## src/rtl/dphy_clk_pkg.sv

```systemverilog
package dphy_clk_pkg;
  typedef enum logic [2:0] {
    ST_STOP, ST_PREP, ST_ZERO, ST_LEAD, ST_READY, ST_POST, ST_TRAIL
  } lane_st_e;

  typedef struct packed {
    logic ready;
    logic tx_stop;
    logic tx_ulps;
    logic hs_active;
  } lane_sts_t;
endpackage

```

## src/rtl/dphy_phase_timer.sv

```systemverilog
module dphy_phase_timer #(
  parameter int FIELD_W = 8
) (
  input  logic               clk,
  input  logic               rst_n,
  input  logic               load,
  input  logic [FIELD_W-1:0] ld_val,
  output logic               done
);
  logic [FIELD_W-1:0] cnt;

  always_ff @(posedge clk or negedge rst_n) begin
    if (!rst_n) cnt <= '0;
    else if (load) cnt <= (ld_val == '0) ? '0 : ld_val - 1'b1;
    else if (cnt != '0) cnt <= cnt - 1'b1;
  end

  assign done = (cnt == '0);


  zero_one_chk: assert property (@(posedge clk) disable iff (!rst_n)
    (load && ld_val <= FIELD_W'(1)) |=> done);
endmodule

```

## src/rtl/dphy_clk_fsm.sv

```systemverilog
module dphy_clk_fsm
  import dphy_clk_pkg::*;
#(
  parameter int FIELD_W = 8,
  localparam int TIM_W = 4 * FIELD_W
) (
  input  logic               clk,
  input  logic               rst_n,
  input  logic               soft_rst,
  input  logic               pwr_dn,
  input  logic               hs_start,
  input  logic               hs_stop,
  input  logic [TIM_W-1:0]   tim_word,
  input  logic [FIELD_W-1:0] pre_tim,
  output logic               fsm_hs,
  output logic               fsm_lp,
  output lane_sts_t          sts
);
  lane_st_e st, nxt;
  logic load, tmr_done;
  logic [FIELD_W-1:0] ld_val;
  logic [FIELD_W-1:0] f_prep, f_zero, f_post, f_trail;

  assign f_prep  = tim_word[4*FIELD_W-1:3*FIELD_W];
  assign f_zero  = tim_word[3*FIELD_W-1:2*FIELD_W];
  assign f_post  = tim_word[2*FIELD_W-1:FIELD_W];
  assign f_trail = tim_word[FIELD_W-1:0];

  dphy_phase_timer #(.FIELD_W(FIELD_W)) u_timer (
    .clk(clk), .rst_n(rst_n), .load(load), .ld_val(ld_val), .done(tmr_done)
  );

  always_comb begin
    nxt = st;
    load = 1'b0;
    ld_val = '0;
    if (soft_rst || pwr_dn) nxt = ST_STOP;
    else begin
      case (st)
        ST_STOP:  if (hs_start) begin nxt = ST_PREP; load = 1'b1; ld_val = f_prep; end
        ST_PREP:  if (tmr_done) begin nxt = ST_ZERO; load = 1'b1; ld_val = f_zero; end
        ST_ZERO:  if (tmr_done) begin nxt = ST_LEAD; load = 1'b1; ld_val = pre_tim; end
        ST_LEAD:  if (tmr_done) nxt = ST_READY;
        ST_READY: if (hs_stop) begin nxt = ST_POST; load = 1'b1; ld_val = f_post; end
        ST_POST:  if (tmr_done) begin nxt = ST_TRAIL; load = 1'b1; ld_val = f_trail; end
        ST_TRAIL: if (tmr_done) nxt = ST_STOP;
        default:  nxt = ST_STOP;
      endcase
    end
  end

  always_ff @(posedge clk or negedge rst_n) begin
    if (!rst_n) st <= ST_STOP;
    else st <= nxt;
  end

  always_comb begin
    fsm_hs = 1'b0;
    fsm_lp = 1'b0;
    sts = '0;
    case (st)
      ST_STOP:  begin fsm_lp = 1'b1; sts.tx_stop = 1'b1; end
      ST_ZERO,
      ST_TRAIL: fsm_hs = 1'b1;
      ST_LEAD,
      ST_POST:  begin fsm_hs = 1'b1; sts.hs_active = 1'b1; end
      ST_READY: begin fsm_hs = 1'b1; sts.hs_active = 1'b1; sts.ready = 1'b1; end
      default:  ;
    endcase
  end


  start_to_prep_chk: assert property (@(posedge clk) disable iff (!rst_n)
    (st == ST_STOP && hs_start && !soft_rst && !pwr_dn) |=> (st == ST_PREP));

  trail_to_stop_chk: assert property (@(posedge clk) disable iff (!rst_n)
    (st == ST_TRAIL && tmr_done) |=> (st == ST_STOP));

  ready_has_clk_chk: assert property (@(posedge clk) disable iff (!rst_n)
    sts.ready |-> fsm_hs);

  softrst_stop_chk: assert property (@(posedge clk) disable iff (!rst_n)
    soft_rst |=> (st == ST_STOP));
endmodule

```

## src/rtl/dphy_en_override.sv

```systemverilog
module dphy_en_override #(
  parameter int N_SIG = 2
) (
  input  logic             pwr_dn,
  input  logic [N_SIG-1:0] fsm_val,
  input  logic [N_SIG-1:0] sel,
  input  logic [N_SIG-1:0] reg_val,
  output logic [N_SIG-1:0] en_out
);
  for (genvar i = 0; i < N_SIG; i++) begin : g_mux
    assign en_out[i] = !pwr_dn && (sel[i] ? reg_val[i] : fsm_val[i]);
  end
endmodule

```

## src/rtl/dphy_clk_lane_seq.sv

```systemverilog
module dphy_clk_lane_seq
  import dphy_clk_pkg::*;
#(
  parameter int FIELD_W = 8,
  localparam int TIM_W = 4 * FIELD_W
) (
  input  logic               clk,
  input  logic               rst_n,
  input  logic               soft_rst,
  input  logic               pwr_dn,
  input  logic               hs_start,
  input  logic               hs_stop,
  input  logic [TIM_W-1:0]   tim_word,
  input  logic [FIELD_W-1:0] pre_tim,
  input  logic               hs_sel,
  input  logic               hs_val,
  input  logic               lp_sel,
  input  logic               lp_val,
  output logic               tx_hs_en,
  output logic               tx_lp_en,
  output logic [3:0]         status
);
  logic fsm_hs, fsm_lp;
  lane_sts_t sts;
  logic [1:0] en_out;

  dphy_clk_fsm #(.FIELD_W(FIELD_W)) u_fsm (
    .clk(clk), .rst_n(rst_n), .soft_rst(soft_rst), .pwr_dn(pwr_dn),
    .hs_start(hs_start), .hs_stop(hs_stop), .tim_word(tim_word),
    .pre_tim(pre_tim), .fsm_hs(fsm_hs), .fsm_lp(fsm_lp), .sts(sts)
  );

  dphy_en_override #(.N_SIG(2)) u_ovr (
    .pwr_dn(pwr_dn), .fsm_val({fsm_lp, fsm_hs}), .sel({lp_sel, hs_sel}),
    .reg_val({lp_val, hs_val}), .en_out(en_out)
  );

  assign tx_hs_en = en_out[0];
  assign tx_lp_en = en_out[1];
  assign status   = pwr_dn ? 4'b0000 : sts;


  pwrdn_idle_chk: assert property (@(posedge clk) disable iff (!rst_n)
    pwr_dn |-> (!tx_hs_en && !tx_lp_en && status == 4'b0000));
endmodule

```

## config.mk

```make
export PLATFORM = sky130hd
export DESIGN_NAME = dphy_clk_lane_seq
export DESIGN_NICKNAME = d
export VERILOG_FILES = /design/src/rtl/dphy_clk_pkg.sv /design/src/rtl/dphy_phase_timer.sv /design/src/rtl/dphy_clk_fsm.sv /design/src/rtl/dphy_en_override.sv /design/src/rtl/dphy_clk_lane_seq.sv
export SDC_FILE = /design/constraint.sdc
export NUM_CORES = 1
export LEC_CHECK = 0
export ABC_AREA = 1
export BUFFER_PORTS_ARGS = -buffer_cell sky130_fd_sc_hd__buf_2
export CAP_MARGIN = 20
export CORE_AREA = 2 2 79 81
export DETAILED_ROUTE_END_ITERATION = 6
export DIE_AREA = 0 0 81 83
export PLACE_DENSITY = 0.59
export SYNTH_ARGS = -nofsm -noshare
export SYNTH_HDL_FRONTEND = slang
export SYNTH_HIERARCHICAL = 1
export SYNTH_SLANG_ARGS = --single-unit
export TNS_END_PERCENT = 1
```

## constraint.sdc

```tcl
create_clock -name clk -period 3.1 [get_ports clk]
set_clock_uncertainty 0.2 [all_clocks]
set_input_delay 0.62 -clock clk [delete_from_list [all_inputs] [get_ports clk]]
set_output_delay 0.62 -clock clk [all_outputs]
set_load 0.05 [all_outputs]
```

==> Word level (Yosys, flattened, before mapping) <==
Index checks and enable logic that the tools add are counted.
{ "op_classes": {"n_eq_ne": 13, "addsub": 2, "n_reduce_logical": 13, "mux": 31} }
{ "ops": {"columns": ["op", "n"], "rows": [
  ["$mux W8", 9],
  ["$pmux W8 S5", 1],
  ["$mux W3", 8],
  ["$pmux W3 S7", 1],
  ["$logic_not A8 Y1", 2],
  ["$sub A8 B1 Y8 const B", 2],
  ["$ne A3 B1 Y1 const B", 5],
  ["$mux W1", 10],
  ["$eq A3 B3 Y1 const B", 3],
  ["$reduce_bool A8 Y1", 1],
  ["$reduce_and A7 Y1", 1],
  ["$eq A3 B2 Y1 const B", 2],
  ["$ne A3 B2 Y1 const B", 2],
  ["$reduce_or A3 Y1", 2],
  ["$reduce_or A5 Y1", 1],
  ["$mux W4", 1],
  ["$eq A3 B1 Y1 const B", 1],
  ["$logic_not A3 Y1", 1],
  ["$pmux W1 S3", 1],
  ["$logic_and A1 B1 Y1", 2],
  ["$reduce_bool A2 Y1", 1],
  ["$logic_not A1 Y1", 1],
  ["$logic_or A1 B1 Y1", 1]
]} }
{ "totals": {"in_bits": 50, "elab_cells": 61, "register_bits": 11, "output_inout_bits": 6} }

==> Logic depth before layout (Yosys ltp) <==
Gate-level depths: netlist (run 1).
{ "logic_depth": {"depth_word": 7, "mapped_depth": 23, "mapped_depth_nobuf": 21} }

==> Modules after synthesis <==
Netlist (run 1), hierarchy kept.
{ "by_module_without_submodules": {"columns": ["module", "instances", "area_per_inst_um2", "cells_per_inst"], "rows": [
  ["dphy_clk_fsm", 1, 883.3, 185],
  ["dphy_phase_timer", 1, 745.7, 113],
  ["dphy_en_override", 1, 46.3, 11],
  ["dphy_clk_lane_seq", 1, 30.0, 8]
]} }

==> Worst setup path after synthesis (run 1) <==
Ideal clock, no wire load.
{ "synth_timing": {"kind": "register -> register", "start": "register u_fsm.u_timer.cnt[0]", "end": "register u_fsm.u_timer.cnt[5]", "arrival_time_ps": 2457, "stages_incl_launch_ff": 22, "n_path_buf": 2, "setup_ps": 77, "setup_slack_ps": 366, "cell_sequence": "dfrtp_1 inv_1 ha_1 inv_2 nor2_4 nand4_4 nor2_4 buf_2 buf_2 nand2_1 inv_1 nand2_1 nand2_1 nor2_1 a21oi_1 inv_1 ha_1 nand3_1 nor2_2 nor2_4 nand3_1 a21oi_1"} }
{ "synth_between": {"elab_chain_cells": 7} }
{ "synth_lines": {"columns": ["item", "line", "rtl"], "rows": [
  ["from (decl)", "dphy_phase_timer.sv:10", "logic [FIELD_W-1:0] cnt;"],
  ["from (signal assigned)", "dphy_phase_timer.sv:14", "else if (load) cnt <= (ld_val == '0) ? '0 : ld_val - 1'b1;"],
  ["from (signal assigned)", "dphy_phase_timer.sv:15", "else if (cnt != '0) cnt <= cnt - 1'b1;"],
  ["$logic_not A8 Y1 *", "dphy_phase_timer.sv:18", "assign done = (cnt == '0);"],
  ["net u_fsm.tmr_done", "dphy_clk_fsm.sv:20", "logic load, tmr_done;"],
  ["$mux W8 (on tied branches)", "dphy_clk_fsm.sv:45, dphy_clk_fsm.sv:41, dphy_clk_fsm.sv:42", null],
  ["$pmux W8 S5 *", "dphy_clk_fsm.sv:39", "case (st)"],
  ["$mux W8 *", "dphy_clk_fsm.sv:37", "if (soft_rst || pwr_dn) nxt = ST_STOP;"],
  ["net u_fsm.ld_val[0]", "dphy_clk_fsm.sv:21", "logic [FIELD_W-1:0] ld_val;"],
  ["$sub A8 B1 Y8 / $logic_not A8 Y1 (equally long branches)", "dphy_phase_timer.sv:14", null],
  ["$mux W8 * (2 in series)", "dphy_phase_timer.sv:14", null]
]} }
The timed path passes the listed nets; every way through them passes the cells marked *. The select of a mux whose other input is x is not followed.
A chain may end at the register's enable or synchronous reset.

==> Worst setup path after layout (run 1) <==
{ "layout_timing": {"start": "register u_fsm.u_timer.cnt[0]", "end": "register u_fsm.u_timer.cnt[7]"} }
The elaborated chain is that of the path after synthesis.

==> results of run 1 <==
-- metal layers --
layer,GRT usage,wire length (µm)
met1,0.183,2130
met3,0.0239,182
met2,0.237,2180
met4,0.0354,70
met5,0,0
-- worst max-delay path: cells and delay by family, from the launching register on --
family / cells / cell delay [ns]
DFF: 1 / 0.40
AOI/OAI and AO/OA: 2 / 0.26
and+or+nand+nor: 11 / 1.09
adders and majority gates: 2 / 0.39
buffers and inverters: 5 / 0.45
-- per-stage QoR --
| step | setup WS [ns] | util | power, mW | instance area, µm² |
|---|---|---|---|---|
| after global placement | 0.198 | 0.352 | 0.744 | 2050 |
| after CTS | 0.105 | 0.360 | 0.900 | 2090 |
| after detailed placement | 0.138 | 0.352 | 0.748 | 2050 |
| final | 0.227 | 0.367 | 0.905 | 2140 |
| after floorplan | 0.366 | - | 0.628 | 1710 |
| after global routing | 0.00769 | 0.367 | 0.997 | 2140 |
-- cells by family after synthesis --
group | after synthesis | share of synthesized area
AND/OR/NAND/NOR | 202 | 0.543
buffers and inverters | 73 | 0.188
AO/OA/AOI/OAI | 25 | 0.0734
flip-flops | 11 | 0.161
adder cells (fa/ha/maj) | 3 | 0.0220
XOR/XNOR | 2 | 0.0103
other | 1 | 0.00220
-- final timing paths --
path / from / endpoint / cells after the start
min in group clk: u_fsm/u_timer/cnt[1] / u_fsm/u_timer/cnt[1] / 2
setup / recovery: u_fsm/u_timer/cnt[0] / u_fsm/u_timer/cnt[7] / 20
setup reg to reg: u_fsm/u_timer/cnt[0] / u_fsm/u_timer/cnt[7] / 20
hold / removal: rst_n / u_fsm/st[2] / 1
hold reg to reg: u_fsm/u_timer/cnt[1] / u_fsm/u_timer/cnt[1] / 2
max in group asynchronous: rst_n / u_fsm/u_timer/cnt[1] / 1
-- cell usage after synthesis --
master,count
nor3_4,1
buf_2,4
bufinv_8,1
buf_4,2
or2_2,2
o21ai_1,1
buf_1,1
nor2_1,32
nor2_4,6
dfrtp_1,11
nand4_1,9
o21ai_0,6
a21oi_1,18
nand2_1,115
nand3_1,28
nand4_4,1
nor2_2,6
clkbuf_1,2
inv_1,57
ha_1,3
conb_1,1
xor2_1,2
clkinv_4,1
nand2_4,2
inv_2,3
buf_6,2
-- layout by cell type (no fill, tap or decap), types with 2 or more instances in the layout --
master	instances
or2_2	2
o21ai_0	6
a21oi_1	15
nand2_4	2
nand2_1	115
xor2_1	2
nand4_1	9
inv_2	3
nor2_1	32
nand3_1	28
buf_4	8
ha_1	3
inv_1	57
nor2_2	6
dfrtp_1	11
a21oi_2	3
nor2_4	6
buf_2	54
clkbuf_8	3
-- state kept, by name (all words and copies together), names as in the netlist --
register           flops
u_fsm/u_timer/cnt      8
u_fsm/st               3
-- power breakdown --
| part | leakage [nW] | internal [mW] | total, mW | switching [mW] |
|---|---|---|---|---|
| clock | 0.0228 | 0.0904 | 0.145 | 0.0550 |
| combinational | 1.16 | 0.195 | 0.503 | 0.308 |
| sequential | 0.139 | 0.198 | 0.256 | 0.0576 |
| total | 1.32 | 0.484 | 0.905 | 0.421 |
-- final cells by class --
cell class | count | area (µm²)
clock buffer | 4 | 45.0
inverter | 62 | 251
fill | 681 | 3680
multi-input combinational | 233 | 1120
sequential | 11 | 275
timing repair buffer | 63 | 350
tap | 75 | 93.8
-- what timing repair did --
item / CTS / global route
gates resized for setup: 0 / 3
setup buffers: 0 / 3
endpoints found under the setup margin: 0 / 8
==> qor.yml, run 1 <==
min_path_type: "in2async"
drc: 0
syn_nets: 370
status: "finished, final reports clean"
fin_crit_sh: 0.927
crit_fanout: 16
initial_core_util: 0.293
overflow: 0
wl_per_cell_um: 10.2
ioPinCount: 56
grt_pass1_vias: 1787
synth_area_leaders: "nand2_1 (25%), dfrtp_1 (16%), inv_1 (13%)"
grt_pass1_wl_um: 7690
worst_pin_slew_ns: 0.873
power.density_nw_per_um2: 423
slew_headroom: 0.416
ant_nets: 0
path_clk_slew_ns: 0.05
finalHoldViolations: 0
synth-seq-cells: 11
die_h_um: 83
cts_root_buf: "clkbuf_8"
cpPeakStageDelay_ns: 0.40
globalplace.congestion: 0.909
antenna-diode-count: 0
leakagePower_nw: 1.32
coreArea_um2: 5820
initialDrtViolationCount: 72
worstPathRequired_ns: 3.06
fin_nets: 427
portBuffers: 54
rsz0062_at_grt: "no"
yosys_warnings: 6
slowest_stage: "dfrtp_1"
numCtsBuffers: 3
slew_violations: 0
dr.pass1.iters: 4
netlist_area_um2: 1710
stdcell_count: 448
dp_cells: 441
endpoint_kind: "flop"
routed_wl_um: 4560
die_area_um2: 6720
die-width_um: 81
worstSkewPairLatency_ns: 0.24
synth_top_area_frac: 0.253
area_delta_synth_final_pct: 25.3
min_period_ns: 2.87
setup_violations: 0
tns_ns: 0
cts_buffer_depth: 2
num_vias: 1953
vias_per_cell: 4.36
synthDistinctLibCells: 26
rows: 28
critPathKind: "reg2reg"
grt_max_degree: 18
drv_cap: 0
r2r_slack_ns: 0.23
htree_levels: 1
cts_tree: "done"
cts.sinks: 11
synth_top_cell_by_area: "nand2_1"
antenna_found_initial: 0
synth-seq-area-share: 0.161
vdd_drop_max_uv: 137
crit_path_cell_trace: "inv_1 > ha_1 > inv_2 > nor2_4 > nand4_4 > nor2_4 > buf_12 > nand2_1 > inv_1 > nand3_1 > nand2_1 > nor2_1 > a21oi_2 > inv_1 > ha_1 > nand3_1 > nor2_2 > nor2_4 > nand3_1 > a21oi_1"
holdWs_ns: 0.0440
start_kind: "flop"
synth.avg_cell_area_um2: 5.38
track_usage: 0.140
layout-drive-gt1-share: 0.247
max_freq_mhz: 348
hold_buffers: 0
synthCells: 317
post-dp-hpwl_um: 3830
worstPathArrival_ns: 2.84
(Power assumes the default switching activity.)
==> run 2, diff against run 1 <==
Settings changed: CAP_MARGIN 20 to 40, PLACE_DENSITY 0.59 to 0.61.
==> run 2 against run 1 <==
Wire length decreased by 0.92%. Global-route usage is 0.16 points higher. Final area rose by 0.23%. Utilization up 0.086 points. Flip-flop and latch count did not move. Highest routed layer unchanged. First-iteration DRC count up 11%. Sequential power barely moved. Critical endpoint is now u_fsm/u_timer/cnt[6]. Worst setup slack better by 0.0064 ns. Critical path depth unchanged. Die area unchanged.
==> qor.yml, run 2 (synthesis gave the netlist of run 1 again) <==
vias_per_cell: 4.38
largest_reg_flops: 8
power_switching_uw: 425
power.density_nw_per_um2: 425
tns_ns: 0
pwr-share-comb: 0.556
cts_tree: "done"
worst_pin_slew_ns: 0.889
final_area_um2: 2140
antenna_found_initial: 0
numCtsBuffers: 3
die_h_um: 83
critPathKind: "reg2reg"
grt_pass1_wl_um: 7830
slew_headroom: 0.405
max_freq_mhz: 349
worstSkewPairLatency_ns: 0.24
grt_util_met1: 0.183
final_common_cell: "nand2_1"
die-width_um: 81
track_usage: 0.142
initial_core_util: 0.293
grt_pass1_vias: 1839
swShare: 0.467
coreArea_um2: 5820
rsz0062_at_grt: "no"
fin_crit_sh: 0.925
clockPowerShare: 0.161
leakagePower_nw: 1.31
globalplace.congestion: 0.883
r2r_end: "u_fsm/u_timer/cnt[6]"
start_kind: "flop"
finalHoldViolations: 0
rr_startpoint: "u_fsm/u_timer/cnt[0]"
setup_violations: 0
fin_nets: 426
wl_per_cell_um: 10.1
num_vias: 1958
cts_buffer_depth: 2
cts.sinks: 11
die_area_um2: 6720
vdd_drop_max_uv: 162
reg_top3: "u_fsm/u_timer/cnt: 8 flops, u_fsm/st: 3 flops"
ff2ff_path_depth: 20
min_path_type: "in2async"
rows: 28
seq_power_share: 0.283
cts_root_buf: "clkbuf_8"
status: "finished, final reports clean"
holdWs_ns: 0.0331
ioPinCount: 56
dr.pass1.iters: 4
ant_nets: 0
portBuffers: 54
worstPathRequired_ns: 3.06
endpoint_kind: "flop"
overflow: 0
htree_levels: 1
crit_fanout: 15
final_cell_mix: "nand2_1 (115), inv_1 (56), buf_2 (54)"
largest-register: "u_fsm/u_timer/cnt"
antenna-diode-count: 0
hold_buffers: 0
drv_cap: 0
worstPathArrival_ns: 2.83
initialDrtViolationCount: 80
grt.busiest_layer: "met2"
layout-drive-gt1-share: 0.247
area_delta_synth_final_pct: 25.6
drc: 0
placed_cell_area_um2: 2060
min_period_ns: 2.87
post-dp-hpwl_um: 3790
slew_violations: 0
grt_max_degree: 18
r2r_slack_ns: 0.23
met2_usage: 0.240
routed_wl_um: 4520
use_met3: 0.00978
p_int_uw: 486
path_clk_slew_ns: 0.05
[run 2: cell count changes in the layout (fill, tap and decap cells not counted)]
cell    delta
buf_4      -2
buf_12     +1
inv_2      +1
inv_1      -1
[run 2: routing by layer]
layer	vias up	routed length, µm
met1	819	2000
met3	11	200
li1	1066	-
met4	0	137
met5	-	0
met2	62	2180
[run 2: how the worst max path moves through the flow]
stage,cells after the start,endpoint,start
4_1_cts,19,u_fsm/u_timer/cnt[7],u_fsm/u_timer/cnt[0]
2_1_floorplan,21,u_fsm/u_timer/cnt[5],u_fsm/u_timer/cnt[0]
3_3_place_gp,19,u_fsm/u_timer/cnt[7],u_fsm/u_timer/cnt[0]
6_report,20,u_fsm/u_timer/cnt[6],u_fsm/u_timer/cnt[0]
3_5_place_dp,19,u_fsm/u_timer/cnt[3],u_fsm/u_timer/cnt[0]
5_1_grt,20,u_fsm/u_timer/cnt[6],u_fsm/u_timer/cnt[0]
[run 2: through the flow]
step / cells / total power, mW / setup WS, ns / utilization
floorplan: 317 / 0.628 / 0.366 / -
global placement: 441 / 0.743 / 0.221 / 0.354
detailed placement: 441 / 0.745 / 0.157 / 0.354
CTS: 445 / 0.906 / 0.104 / 0.362
global route: 447 / 0.997 / 0.00974 / 0.368
finish: 447 / 0.911 / 0.233 / 0.368
[run 2: cell type report]
cell class | count | area, µm²
inverter | 62 | 251
tap | 75 | 93.8
sequential | 11 | 275
fill | 671 | 3670
timing repair buffer | 62 | 355
clock buffer | 4 | 45.0
multi-input combinational | 233 | 1120
[run 2: power groups by stage]
stage / Combinational (mW) / Clock, mW / Sequential (mW)
final: 0.506 / 0.147 / 0.258
after global routing: 0.578 / 0.156 / 0.264
after CTS: 0.498 / 0.151 / 0.257
after detailed placement: 0.487 / 0 / 0.258
after global placement: 0.488 / 0 / 0.255
after floorplan: 0.385 / 0 / 0.243
[run 2: what timing repair did]
item | CTS | global route
buffers inserted | 0 | 2
gates resized for setup | 0 | 4
endpoints found under the setup margin | 0 | 8
[run 2: critical path, stage by stage (launching register included)]
cell and delay (ns):
dfrtp_1 0.40, inv_2 0.09, ha_1 0.19, inv_2 0.05
nor2_4 0.12, nand4_4 0.11, nor2_4 0.15, buf_12 0.15
buf_4 0.12, nand2_1 0.04, inv_1 0.05, nand2_1 0.04
nand2_1 0.09, nor2_1 0.05, a21oi_1 0.27, nor2_2 0.10
nand2_1 0.09, nor2_2 0.05, nor2_4 0.17, nand2_1 0.09
a21oi_1 0.15
==> run 3, diff against run 2 <==
Settings changed: PLACE_DENSITY 0.61 to not set, PLACE_DENSITY_LB_ADDON set to 0.08.
==> run 3 against run 2 <==
Critical path depth is the same. Wire length is 7.5% higher. Die area unchanged. Critical path type unchanged. Clock power is 5% lower. First-iteration DRC count decreased by 21%. Sequential power is essentially flat. Global-route usage rose by 1.2 points. Largest cell class unchanged.
==> qor.yml, run 3 (synthesis gave the netlist of run 1 again) <==
endpoint_kind: "flop"
hold_buffers: 0
portBuffers: 54
htree_levels: 1
drv_cap: 0
power_switching_uw: 439
globalplace.congestion: 0.834
cts_buffer_depth: 2
pre_cts_ws_ns: 0.0201
fin_crit_sh: 0.900
initial_core_util: 0.293
worst_pin_slew_ns: 0.888
largest_reg_flops: 8
critPathKind: "reg2reg"
slew_violations: 0
worstPathRequired_ns: 3.06
post-dp-hpwl_um: 4070
rsz0062_at_grt: "no"
final_common_cell: "nand2_1"
coreArea_um2: 5820
pwr-share-comb: 0.585
crit_fanout: 8
die-width_um: 81
swShare: 0.459
dr.pass1.iters: 4
num_vias: 1983
vdd_drop_max_uv: 181
grt_max_degree: 13
area_delta_synth_final_pct: 28.2
max_freq_mhz: 358
worstPathArrival_ns: 2.75
die_area_um2: 6720
track_usage: 0.154
num-fill-cells: 684
final_cell_mix: "nand2_1 (115), inv_1 (54), buf_2 (54)"
rr_startpoint: "u_fsm/u_timer/cnt[0]"
antenna-diode-count: 0
grt_pass1_wl_um: 8360
reg_top3: "u_fsm/u_timer/cnt: 8 flops, u_fsm/st: 3 flops"
start_kind: "flop"
setup_violations: 0
cts.sinks: 11
p_total_uw: 957
rows: 28
grt_pass1_vias: 1847
r2r_slack_ns: 0.31
finalHoldViolations: 0
clockPowerShare: 0.146
die_h_um: 83
routed_wl_um: 4860
placed_cell_area_um2: 2050
ant_nets: 0
tns_ns: 0
critical_path.endpoint: "u_fsm/u_timer/cnt[3]"
leakagePower_nw: 1.34
initialDrtViolationCount: 63
overflow: 0
vias_per_cell: 4.38
drc: 0
numCtsBuffers: 3
r2r_end: "u_fsm/u_timer/cnt[3]"
seq_area_um2: 275
cts_root_buf: "clkbuf_8"
ff2ff_path_depth: 20
fin_nets: 432
min_period_ns: 2.79
status: "finished, final reports clean"
seq_power_share: 0.269
setup_slack_ns: 0.310
final_area_um2: 2190
path_clk_slew_ns: 0.05
worstSkewPairLatency_ns: 0.23
antenna_found_initial: 0
min_path_type: "in2async"
power.density_nw_per_um2: 438
ioPinCount: 56
slew_headroom: 0.406
wl_per_cell_um: 10.7
layout-drive-gt1-share: 0.270
largest-register: "u_fsm/u_timer/cnt"
multi_input_area_um2: 1140
startpoint: "u_fsm/u_timer/cnt[0]"
cts_tree: "done"
p_int_uw: 518
-- run 3: cell types whose count changed in the layout (fill, tap and decap cells not counted), sizes merged --
| cell | before | now |
|---|---|---|
| buf | 62 | 68 |
-- run 3: per-stage QoR --
stage / utilization / hold WS [ns] / instances
CTS: 0.363 / 0.0513 / 448
floorplan: - / 0.124 / 317
detailed placement: 0.352 / 0.294 / 441
global route: 0.376 / 0.0657 / 453
finish: 0.376 / 0.0452 / 453
global placement: 0.352 / 0.296 / 441
-- run 3: cell type report --
| cell class | count | area share |
|---|---|---|
| multi-input combinational | 233 | 0.520 |
| timing repair buffer | 68 | 0.175 |
| sequential | 11 | 0.126 |
| inverter | 62 | 0.115 |
| tap | 75 | 0.0429 |
| clock buffer | 4 | 0.0206 |
-- run 3: critical path, stage by stage (launching register included) --
cell	delay (ns)
dfrtp_1	0.40
inv_2	0.10
ha_4	0.14
inv_2	0.04
nor2_4	0.14
nand4_4	0.11
nor2_4	0.21
buf_4	0.15
nand2_1	0.04
inv_1	0.04
nand2_1	0.04
nand2_1	0.11
nor2_1	0.05
a21oi_1	0.12
inv_1	0.10
ha_2	0.18
nand3_2	0.07
nor2_2	0.05
nor2_4	0.18
nand3_1	0.11
a21oi_1	0.13
-- run 3: power groups by stage --
stage / clock network [mW] / logic [mW] / registers (mW)
5_1_grt: 0.149 / 0.649 / 0.266
3_3_place_gp: 0 / 0.498 / 0.257
6_report: 0.140 / 0.560 / 0.257
3_5_place_dp: 0 / 0.491 / 0.258
4_1_cts: 0.143 / 0.504 / 0.256
2_1_floorplan: 0 / 0.385 / 0.243
-- run 3: metal layers --
metal,wire length [µm],vias to the layer above,share of wire,GRT usage
met4,82,0,0.017,0.0401
met5,0,-,0,0
met2,2310,51,0.48,0.253
li1,-,1075,-,-
met1,2280,849,0.47,0.211
met3,183,8,0.038,0.0163
-- run 3: worst min path at each step --
stage	from	endpoint	slack (ns)	cells past startpoint
final	rst_n	u_fsm/u_timer/cnt[5]	0.05	1
after global routing	rst_n	u_fsm/st[2]	0.07	1
after CTS	rst_n	u_fsm/u_timer/cnt[5]	0.05	1
after detailed placement	u_fsm/u_timer/cnt[0]	u_fsm/u_timer/cnt[0]	0.29	2
after global placement	rst_n	u_fsm/st[2]	0.30	1
after floorplan	rst_n	u_fsm/st[0]	0.12	0
-- run 3: what timing repair did --
item                       4_1_cts  5_1_grt
pin swaps                        1        7
resized for setup                0       11
buffers inserted                 3        5
setup endpoints to repair        1        8
